$ cat config.mk
export PLATFORM = sky130hd
export DESIGN_NAME = ird_decoder
export DESIGN_NICKNAME = d
export VERILOG_FILES = /design/src/rtl/ird_pkg.sv /design/src/rtl/ird_us_tick.sv /design/src/rtl/ird_rx_sync.sv /design/src/rtl/ird_decoder.sv
export SDC_FILE = /design/constraint.sdc
export NUM_CORES = 1
export LEC_CHECK = 0
export ABC_AREA = 0
export BUFFER_PORTS_ARGS = -buffer_cell sky130_fd_sc_hd__buf_4
export CORE_MARGIN = 2
export CORE_UTILIZATION = 56
export DETAILED_ROUTE_END_ITERATION = 8
export PLACE_DENSITY = 0.87
export SKIP_LAST_GASP = 1
export SLEW_MARGIN = 30
export SYNTH_ARGS = -nofsm -noshare
export SYNTH_HDL_FRONTEND = slang
export SYNTH_HIERARCHICAL = 1
export SYNTH_SLANG_ARGS = --single-unit
export TNS_END_PERCENT = 100
$ cat constraint.sdc
create_clock -name clk -period 4.1 [get_ports clk]
set_clock_uncertainty 0.05 [all_clocks]
set_input_delay 0.205 -clock clk [delete_from_list [all_inputs] [get_ports clk]]
set_output_delay 0.205 -clock clk [all_outputs]
set_load 0.005 [all_outputs]
$ cat src/rtl/ird_pkg.sv
package ird_pkg;

    typedef enum logic {
        ST_HUNT  = 1'b0,
        ST_FRAME = 1'b1
    } ird_state_e;

    // burst endings that precede the first data bit
    localparam int LEAD_EDGES = 2;

endpackage

$ cat src/rtl/ird_us_tick.sv
module ird_us_tick #(
    parameter int CLK_HZ = 50_000_000
) (
    input  logic clk,
    input  logic rst_n,
    output logic tick_o
);
    localparam int DIV   = (CLK_HZ / 1_000_000 < 1) ? 1 : CLK_HZ / 1_000_000;
    localparam int DIV_W = (DIV < 2) ? 1 : $clog2(DIV);

    generate
        if (DIV == 1) begin : g_pass
            assign tick_o = 1'b1;
        end else begin : g_div
            localparam logic [DIV_W-1:0] LAST = DIV_W'(DIV - 1);
            logic [DIV_W-1:0] cnt_d, cnt_q;

            always_comb begin
                cnt_d = (cnt_q == LAST) ? '0 : cnt_q + 1'b1;
            end

            always_ff @(posedge clk or negedge rst_n) begin
                if (!rst_n) cnt_q <= '0;
                else        cnt_q <= cnt_d;
            end

            assign tick_o = (cnt_q == LAST);


            tick_gap_chk: assert property (@(posedge clk) disable iff (!rst_n)
                tick_o |=> !tick_o);
        end
    endgenerate

endmodule

$ cat src/rtl/ird_rx_sync.sv
module ird_rx_sync (
    input  logic clk,
    input  logic rst_n,
    input  logic rx_n_i,
    output logic lvl_o,
    output logic rise_o,
    output logic fall_o
);
    logic meta_q, lvl_q, prev_q;

    // two flops, then one more for edge detection
    always_ff @(posedge clk or negedge rst_n) begin
        if (!rst_n) begin
            meta_q <= 1'b1;
            lvl_q  <= 1'b1;
            prev_q <= 1'b1;
        end else begin
            meta_q <= rx_n_i;
            lvl_q  <= meta_q;
            prev_q <= lvl_q;
        end
    end

    assign lvl_o  = lvl_q;
    assign rise_o = lvl_q & ~prev_q;
    assign fall_o = ~lvl_q & prev_q;


    edge_excl_chk: assert property (@(posedge clk) disable iff (!rst_n)
        rise_o |=> !rise_o);

endmodule

$ cat src/rtl/ird_decoder.sv
module ird_decoder #(
    parameter int CLK_HZ = 50_000_000,
    parameter int HDR_US = 3500,
    parameter int ONE_US = 1500,
    parameter int WORD_W = 32
) (
    input  logic              clk,
    input  logic              rst_n,
    input  logic              rx_n_i,
    output logic [WORD_W-1:0] code_o,
    output logic              code_valid_o
);
    import ird_pkg::*;

    localparam int EDGES    = WORD_W + LEAD_EDGES;
    localparam int CAR_W    = $clog2(HDR_US + 1);
    localparam int GAP_SAT  = ONE_US + 1;
    localparam int GAP_W    = $clog2(GAP_SAT + 1);
    localparam int ECNT_W   = $clog2(EDGES + 1);

    localparam logic [CAR_W-1:0]  CAR_TOP   = CAR_W'(HDR_US);
    localparam logic [GAP_W-1:0]  GAP_TOP   = GAP_W'(GAP_SAT);
    localparam logic [ECNT_W-1:0] EDGE_LAST = ECNT_W'(EDGES);
    localparam logic [ECNT_W-1:0] EDGE_DATA = ECNT_W'(LEAD_EDGES + 1);

    typedef struct packed {
        ird_state_e        state;
        logic [CAR_W-1:0]  car_cnt;
        logic [GAP_W-1:0]  gap_cnt;
        logic              gap_long;
        logic [ECNT_W-1:0] edge_cnt;
        logic [WORD_W-1:0] shreg;
        logic [WORD_W-1:0] code;
        logic              valid;
    } dec_regs_t;

    dec_regs_t r_d, r_q;

    logic tick, rx_lvl, rx_rise, rx_fall;
    logic carrier;
    logic [ECNT_W-1:0] edge_next;
    logic [WORD_W-1:0] shifted;

    ird_us_tick #(.CLK_HZ(CLK_HZ)) i_tick (
        .clk    (clk),
        .rst_n  (rst_n),
        .tick_o (tick)
    );

    ird_rx_sync i_sync (
        .clk    (clk),
        .rst_n  (rst_n),
        .rx_n_i (rx_n_i),
        .lvl_o  (rx_lvl),
        .rise_o (rx_rise),
        .fall_o (rx_fall)
    );

    assign carrier   = ~rx_lvl;
    assign edge_next = r_q.edge_cnt + 1'b1;
    assign shifted   = {r_q.gap_long, r_q.shreg[WORD_W-1:1]};

    always_comb begin
        r_d       = r_q;
        r_d.valid = 1'b0;

        // carrier-off gap length, saturating just above the 1 threshold
        if (rx_rise) begin
            r_d.gap_cnt = '0;
        end else if (!carrier && tick && r_q.gap_cnt != GAP_TOP) begin
            r_d.gap_cnt = r_q.gap_cnt + 1'b1;
        end
        if (rx_fall) begin
            r_d.gap_long = (r_q.gap_cnt == GAP_TOP);
        end

        unique case (r_q.state)
            ST_HUNT: begin
                if (!carrier) begin
                    r_d.car_cnt = '0;
                end else if (tick && r_q.car_cnt != CAR_TOP) begin
                    r_d.car_cnt = r_q.car_cnt + 1'b1;
                end
                if (r_q.car_cnt == CAR_TOP) begin
                    r_d.state    = ST_FRAME;
                    r_d.car_cnt  = '0;
                    r_d.edge_cnt = '0;
                    r_d.shreg    = '0;
                end
            end
            ST_FRAME: begin
                if (rx_rise) begin
                    r_d.edge_cnt = edge_next;
                    if (edge_next >= EDGE_DATA) begin
                        r_d.shreg = shifted;
                    end
                    if (edge_next == EDGE_LAST) begin
                        r_d.code     = shifted;
                        r_d.valid    = 1'b1;
                        r_d.state    = ST_HUNT;
                        r_d.edge_cnt = '0;
                    end
                end
            end
            default: r_d.state = ST_HUNT;
        endcase
    end

    always_ff @(posedge clk or negedge rst_n) begin
        if (!rst_n) begin
            r_q <= '{state: ST_HUNT, default: '0};
        end else begin
            r_q <= r_d;
        end
    end

    assign code_o       = r_q.code;
    assign code_valid_o = r_q.valid;


    valid_single_chk: assert property (@(posedge clk) disable iff (!rst_n)
        code_valid_o |=> !code_valid_o);


    code_hold_chk: assert property (@(posedge clk) disable iff (!rst_n)
        !code_valid_o |-> $stable(code_o));


    back_to_hunt_chk: assert property (@(posedge clk) disable iff (!rst_n)
        code_valid_o |-> (r_q.state == ST_HUNT) && ($past(r_q.state) == ST_FRAME));


    edge_bound_chk: assert property (@(posedge clk) disable iff (!rst_n)
        r_q.edge_cnt < EDGE_LAST);


    hunt_idle_cnt_chk: assert property (@(posedge clk) disable iff (!rst_n)
        (r_q.state == ST_HUNT) |-> (r_q.edge_cnt == '0));

endmodule

### Word level (Yosys, flattened, before mapping)

Cells that the tools add are included.

* add/subtract/negate cells: 4
* magnitude comparators: 1
* equal/unequal tests: 9
* multiplexer cells: 16
* bitwise logic cells: 5
* reductions and logical operators: 9

Operators with widths (number)
* $pmux W38 S2: 1
* $mux W71: 1
* $mux W38: 1
* $mux W33: 1
* $mux W32: 1
* $mux W12: 2
* $mux W11: 2
* $mux W13: 1
* $add A12 B1 Y12 const B: 1
* $add A6 B1 Y6 const B: 2
* $eq A12 B12 Y1 const B: 1
* $eq A6 B6 Y1 const B: 2
* $mux W6: 2
* $ne A12 B12 Y1 const B: 1
* $add A11 B1 Y11 const B: 1
* $eq A11 B11 Y1 const B: 1
* $ne A11 B11 Y1 const B: 1
* $ge A6 B2 Y1 const B: 1
* $reduce_and A3 Y1: 2
* $ne A2 B1 Y1 const B: 2
* $reduce_and A2 Y1: 2
* $logic_and A1 B1 Y1: 3
* $mux W1: 3
* $not A1 Y1: 3
* other kinds (5): 6

* flip-flop bits (word level): 105
* bits of input ports: 3
* output and inout port bits: 33
* word-level logic and storage cells: 56

### Longest topological paths before layout

Gate-level depths: netlist of the first run.

* depth in word-level cells: 6
* depth in mapped cells: 11
* mapped depth without buffers: 9

### Hierarchy

The synthesis of the first run kept the hierarchy.

Modules (own cells, without submodules)
* ird_decoder: instances 1, cells each 358, area each 4319.1 um^2, sequential area each 2377.3 um^2
* ird_us_tick: instances 1, cells each 26, area each 285.3 um^2, sequential area each 150.1 um^2
* ird_rx_sync: instances 1, cells each 5, area each 93.8 um^2, sequential area each 78.8 um^2

### Least setup slack after synthesis of the first run

No wires, ideal clock.

* path kind: flip-flop to flip-flop
* from: reg i_tick.g_div.cnt_q[1]
* to: reg r_q[94] (netlist bit)
* setup time: 129 ps
* arrival: 2185 ps
* required time: 3921 ps
* setup slack: 1736 ps
* cell stages (with the launch flop): 12
* path buffers: 2
* clock period less this slack: 2364 ps
* cell sequence: dfrtp_1 inv_1 ha_1 nor2b_1 and4b_1 clkbuf_2 clkbuf_1 nand3_1 nor4_1 a31oi_1 o21ai_0 o21ai_0

* longest elaborated chain between the ends: 4

RTL lines
* from (decl): RTL line ird_us_tick.sv:16 `logic [DIV_W-1:0] cnt_d, cnt_q;`
* from (signal assigned): RTL line ird_us_tick.sv:24 `else cnt_q <= cnt_d;`
* $eq A6 B6 Y1: RTL line ird_us_tick.sv:27 `assign tick_o = (cnt_q == LAST);`
* named net tick: RTL line ird_decoder.sv:39 `logic tick, rx_lvl, rx_rise, rx_fall;`
* $logic_and A1 B1 Y1: RTL line ird_decoder.sv:81 `end else if (tick && r_q.car_cnt != CAR_TOP) begin`
* $reduce_bool A3 Y1 (no line)
* $reduce_and A2 Y1 (no line)
* to (signal assigned): RTL line ird_decoder.sv:113 `r_q <= r_d;`
* to (decl): RTL line ird_decoder.sv:37 `dec_regs_t r_d, r_q;`

The timed path passes the listed nets, and every way through them passes these cells.
A chain may end at the register's enable or synchronous reset.

### Worst setup path in the final report of the first run

Same ends and word-level chain as after synthesis.

==> summary.txt, run 1 <==
Run status
  • Status: finished clean

Yosys
  • Ranking of synthesized cells by area: dfrtp_1 (54%), mux2_2 (7.9%), a22o_1 (5.6%), buf_4 (5.3%), ha_1 (2.4%)
  • Syn. warnings: 6
  • Seq/Total Area, Yosys: 55.47%
  • Commonest cells post-synth: dfrtp_1 (101), buf_4 (33), mux2_2 (33)
  • Synth Net Count: 401
  • Avg Cell Area, Syn: 12.08 sq um
  • Yosys top cell area share: 53.79%
  • Ys flop type: dfrtp_1
  • Synth unique cells: 46
  • Yosys reg bits: 104
  • Cell count after synthesis: 389
  • EDFF count, synth: 0
  • Async S/R FF share, synth: 100.0%
  • Yosys top cell by area: dfrtp_1
  • Synthesized cell area: 4698 sq um
  • Dominant cell by count in the synthesized netlist: dfrtp_1

Placement
  • Dpl hpwl: 5.356 mm
  • Buffers on Ports: 35
  • Gpl congestion: 0.9079
  • DP Worst Slack: 1.519 ns

Die
  • Site Rows: 33
  • Core region area: 8175 sq um
  • Die height: 95.60 um
  • Starting Density: 57.47%
  • Ports: 36
  • Die W: 95.60 um
  • DIE AREA: 9138 sq um

Clock tree
  • Post-CTS Resized: 0
  • Htree depth: 3
  • Skew-Pair Late Insertion Delay: 0.36 ns
  • CTS tree: built
  • Post-CTS setup buffers: 0
  • Clock buffer depth: 2
  • Hold_buf cts: 2
  • Clock slew at reported path FFs: 0.10 ns
  • CTS Sinks: 104
  • Inserted Clock Buffers: 9
  • Root Buffer: clkbuf_8

Drt
  • DR DRC count: 0
  • Wl on met1: 3.620 mm
  • Wire per inst: 15.76 um
  • Vias per cell: 5.830
  • Routed vias: 2944
  • DR WL met2: 3.960 mm
  • Drt initial violations: 286
  • First drt pass iteration count: 4
  • Top layer in use: met4
  • Final WL: 7.960 mm
  • Met3 wire length: 230 um
  • Antenna Nets Post-Route: 0

Setup path
  • CP endpoint kind: flip-flop
  • Reg-to-reg endpoint: r_q[94]
  • Worst r2r path cells: 9
  • Crit Path Category: reg -> reg
  • CP Cell Sequence: inv_1 > ha_1 > nor2b_1 > and4b_1 > nand3_1 > nor4_1 > a31oi_1 > o21ai_0 > o21ai_0
  • Worst EP arrival: 2.80 ns
  • Startpoint types: flip-flop
  • Crit-path most repeated cell: o21ai_0
  • Reg2Reg Launch Point: i_tick/g_div.cnt_q[1]
  • Crit path max-delay cell type: nor4_1
  • CP bufs+invs: 1
  • Crit-path max cell delay: 0.53 ns
  • CP required: 4.30 ns
  • CP delay by family, top: simple AND/OR/NAND/NOR gates
  • R2R setup slack: 1.49 ns
  • Worst-path maximum fanout: 14

Flow run
  • Maxcap violations: 0

GRT
  • First-pass GRT wire length: 13.41 mm
  • Total Routing Usage GR: 18.92%
  • Largest net degree at the start of global routing: 72
  • Gr ovfl total: 0
  • Vias in the first global route: 2781
  • Initial antenna violation count: 0

Final layout
  • Fin nets: 407
  • Layout cell share with drive strength beyond 1: 26.25%
  • Post-layout util: 60.93%
  • P&R area growth vs syn: 6.019%
  • Fill count: 639
  • Ant. Diodes: 0

Timing
  • Final setup viols: 0
  • Max-slew violations: 0
  • Hold Vio Cnt, Final: 0
  • Setup_tns: 0 ns
  • Headroom to the max-slew limit: 56.05%
  • FMAX: 383.7 MHz
  • Tmin final: 2.606 ns
  • Period utilization: 63.56%
  • Final WS setup: 1.494 ns
  • Slew at the pin closest to its max-slew limit: 0.6568 ns
  • Setup repair after global routing missed its margin: no

Worst hold path
  • Worst hold stages: 0
  • Hold Path Origin: i_sync/meta_q
  • Min-Delay Path Class: reg -> reg
  • Hold Path End: i_sync/lvl_o

Pwr
  • Pwr Density: 331.1 nW/um^2
  • Leakage: 0.002364 uW
  • Worst VDD drop: 0.2213 mV
## power by group
| group | internal, uW | switching, uW | total [uW] |
|---|---|---|---|
| clock network | 232 | 351 | 583 |
| registers | 1030 | 1.28 | 1030 |
| logic | 9.18 | 28.1 | 37.3 |
## stage by stage
step	instance area [sq um]	std cells	total power (uW)	hold WS, ns
finish	4981	505	1649	0.3123
global route	4981	505	1714	0.3209
CTS	4977	505	1669	0.3148
detailed placement	4780	487	1086	0.2659
global placement	4780	487	1085	0.2638
floorplan	4698	389	1060	-0.1406
## area by class of cell
cell class                      count  area [sq um]  share of cell area, %
Clock inverter                      5         46.29                 0.9294
Timing Repair Buffer               42         324.1                  6.506
Clock buffer                       11         131.4                  2.638
Multi-Input combinational cell    226          1697                  34.06
Tap cell                          105         131.4                  2.638
Inverter                           12         45.04                 0.9043
Sequential cell                   104          2606                  52.32
## kinds of logic after synthesis
group | count (synthesis) | synth area share, %
adders and majority gates | 9 | 2.397
and+or+nand+nor | 89 | 9.694
buffers and inverters | 59 | 8.575
DFF | 104 | 55.47
AOI/OAI and AO/OA | 81 | 13.34
muxes | 33 | 7.910
xor gates and xnor gates | 14 | 2.610
## worst max-delay path by stage
stage | depth (start not counted) | startpoint | endpoint | slack [ns]
after global routing | 9 | i_tick/g_div.cnt_q[1] | r_q[94] | 1.14
after detailed placement | 9 | i_tick/g_div.cnt_q[1] | r_q[94] | 1.52
after global placement | 9 | i_tick/g_div.cnt_q[1] | r_q[94] | 1.71
after CTS | 9 | i_tick/g_div.cnt_q[1] | r_q[94] | 1.49
after floorplan | 11 | i_tick/g_div.cnt_q[1] | r_q[94] | 1.74
final | 9 | i_tick/g_div.cnt_q[1] | r_q[94] | 1.49
## sequential cells by signal, indices dropped and copies added (netlist names)
name / cells
i_sync/meta_q: 1
i_tick/g_div.cnt_q: 6
code_o: 32
i_sync/prev_q: 1
i_sync/lvl_o: 1
code_valid_o: 1
r_q: 62
## layer usage
layer / vias to the layer above / GRT usage [%]
met2: 50 / 28.96
met1: 1505 / 26.62
met4: 0 / 7.500
met5: - / 0
li1: 1379 / -
met3: 10 / 3.953
## cell usage in the layout, fill, tap and decap left out, drive strengths merged, types with 3 or more instances in the layout
cell type	synthesis	layout
a41oi	4	4
inv	12	15
xnor2	7	7
nor4	3	3
a31oi	3	3
dfstp	3	3
a22o	33	33
o31ai	3	3
clkbuf	4	11
nand3	15	15
ha	9	9
nand4	5	5
a21oi	3	3
mux2	33	33
nor2	23	23
buf	43	40
nor3	6	6
a31o	3	3
nand2	22	22
xor2	7	7
o21ai	23	23
dfrtp	101	101
(Power assumes the default switching activity.)
==> run 2, diff against run 1 <==
- clock period: 4.1 -> 2.6 ns (I/O delays scaled with it)
==> summary.txt, run 2 (same netlist as run 1, synthesis figures left out) <==
Clock tree
  • Skew-Pair Late Insertion Delay: 0.37 ns (about the same)
  • Clock buffer depth: 2 (unchanged)
  • Root Buffer: clkbuf_8
  • Post-CTS setup buffers: 0 (unchanged)
  • CTS tree: built
  • Htree depth: 3 (unchanged)
  • Inserted Clock Buffers: 9 (unchanged)
  • Clock slew at reported path FFs: 0.09 ns (about the same)
  • CTS Sinks: 104 (unchanged)

Die
  • Die height: 95.60 um (unchanged)
  • Starting Density: 57.47% (unchanged)
  • Die W: 95.60 um (unchanged)
  • DIE AREA: 9138 sq um (unchanged)
  • Ports: 36 (unchanged)
  • Site Rows: 33 (unchanged)
  • Core region area: 8175 sq um (unchanged)

Run status
  • Status: finished clean

Worst hold path
  • Hold Path Origin: i_sync/meta_q
  • Worst hold stages: 0 (unchanged)
  • Hold Path End: i_sync/lvl_o
  • Min-Delay Path Class: reg -> reg

Setup path
  • Crit Path Category: reg -> reg
  • CP endpoint kind: flip-flop
  • Worst EP arrival: 2.51 ns (-0.29 ns)
  • Startpoint types: flip-flop
  • CP required: 2.80 ns (-1.50 ns)
  • R2R setup slack: 0.28 ns (-1.21 ns)
  • Reg-to-reg endpoint: code_o[14]
  • Worst-path maximum fanout: 9 (-5)
  • Reg2Reg Launch Point: r_q[65]
  • Worst r2r path cells: 6 (-3)

Drt
  • Antenna Nets Post-Route: 0 (unchanged)
  • Vias per cell: 5.828 (about the same)
  • Final WL: 8.076 mm (+1.5%)
  • Routed vias: 2949 (+0.17%)
  • DR DRC count: 0 (unchanged)
  • Wire per inst: 15.96 um (+1.3%)
  • Drt initial violations: 166 (-42%)
  • First drt pass iteration count: 5 (+1)

Timing
  • Headroom to the max-slew limit: 54.16% (-1.9 points)
  • Max-slew violations: 0 (unchanged)
  • Tmin final: 2.318 ns (-0.2876 ns)
  • FMAX: 431.3 MHz (+12%)
  • Setup repair after global routing missed its margin: no
  • Final setup viols: 0 (unchanged)
  • Hold Vio Cnt, Final: 0 (unchanged)
  • Period utilization: 89.17% (+26 points)
  • Setup_tns: 0 ns (unchanged)
  • Slew at the pin closest to its max-slew limit: 0.6851 ns (+0.02832 ns)

Pwr
  • Overall power: 2594 uW (+57%)
  • Internal power: 1992 uW (+57%)
  • P_sw: 601.9 uW (+58%)
  • Sw frac: 23.20% (+0.17 points)
  • Leakage: 0.002370 uW (+0.27%)
  • Seq pwr share: 62.6% (+0.2 points)
  • Combinational power share: 2.3% (about the same)
  • Pwr Density: 515.5 nW/um^2 (+56%)
  • Worst VDD drop: 0.3049 mV (+38%)
  • Clock Power Share: 35.1% (-0.2 points)

GRT
  • Gr ovfl total: 0 (unchanged)
  • Vias in the first global route: 2840 (+2.1%)
  • Largest net degree at the start of global routing: 105 (+46%)
  • Initial antenna violation count: 0 (unchanged)
  • First-pass GRT wire length: 13.40 mm (about the same)
  • Total Routing Usage GR: 19.06% (+0.13 points)

Final layout
  • Max reg flops: 62 (unchanged)
  • Fin nets: 409 (+0.49%)
  • Ant. Diodes: 0 (unchanged)
  • Largest Register: r_q
  • Most frequent cells in the layout: dfrtp_1 (101), buf_4 (40), mux2_2 (33)
  • Layout cell share with drive strength beyond 1: 27.68% (+1.4 points)
  • Most common cell after layout, fill and taps aside: dfrtp_1
  • P&R area growth vs syn: 7.111%
  • Post-layout util: 61.55% (+0.63 points)
  • Fin cells: 506 (+0.20%)

Flow run
  • Maxcap violations: 0 (unchanged)

Placement
  • Gpl congestion: 0.9268 (+2.1%)
  • Dpl hpwl: 5.378 mm (+0.40%)
  • Placed cells: 489 (+0.41%)
  • Buffers on Ports: 35 (unchanged)
## run 2: cell types whose count changed in the layout (fill, tap and decap cells not counted), sizes merged
cell | previous run | this run
buf | 40 | 42
clkbuf | 11 | 9
inv | 15 | 13
clkinvlp | 0 | 3
## run 2: repair_timing
action / CTS / global route
hold endpoints to repair: 102 / 0
hold buffers: 2 / 0
resized for setup: 0 / 3
endpoints found under the setup margin: 0 / 3
## run 2: worst max path at each step
stage          slack (ns)    endpoint  cells past startpoint                   from
2_1_floorplan        0.24     r_q[94]                     11  i_tick/g_div.cnt_q[1]
3_3_place_gp         0.35     r_q[93]                      9  i_tick/g_div.cnt_q[1]
3_5_place_dp         0.13     r_q[94]                      9  i_tick/g_div.cnt_q[1]
4_1_cts              0.12     r_q[94]                      9  i_tick/g_div.cnt_q[1]
5_1_grt              0.07     r_q[91]                     10  i_tick/g_div.cnt_q[1]
6_report             0.28  code_o[14]                      6                r_q[65]
## run 2: power groups by stage
stage	logic [uW]	registers [uW]	clock network, uW
after floorplan	17.0	1650	0
after CTS	62.6	1620	934
after global placement	58.1	1650	0
after detailed placement	60.1	1650	0
final	60.4	1620	911
after global routing	69.4	1620	992
## run 2: cell type report
class | instances | area, sq um
Fill cell | 635 | 3143
Clock inverter | 6 | 56.30
Tap cell | 105 | 131.4
Sequential cell | 104 | 2606
Clock buffer | 9 | 123.9
Timing Repair Buffer | 44 | 360.3
Inverter | 12 | 45.04
Multi-Input combinational cell | 226 | 1709
## run 2: metal layers
metal / wire length, um / vias to the layer above / GRT usage (%)
li1: - / 1367 / -
met1: 3535 / 1491 / 25.21
met2: 4041 / 72 / 30.01
met3: 258 / 19 / 2.925
met4: 241 / 0 / 10.95
met5: 0 / - / 0
## run 2: critical path, stage by stage (launching register included)
cell     delay [ns]
dfrtp_1        0.46
ha_1           0.28
nor4_1         0.26
a31o_2         0.21
and4_1         0.37
buf_4          0.23
mux2_2         0.35
## run 2: through the flow
| stage | worst slack, ns | hold WS, ns | instance area, sq um |
|---|---|---|---|
| final | 0.2817 | 0.3101 | 5032 |
| after CTS | 0.1166 | 0.3129 | 5020 |
| after global routing | 0.07136 | 0.3219 | 5032 |
| after floorplan | 0.2361 | -0.2156 | 4698 |
| after detailed placement | 0.1313 | 0.1849 | 4820 |
| after global placement | 0.3540 | 0.1800 | 4820 |
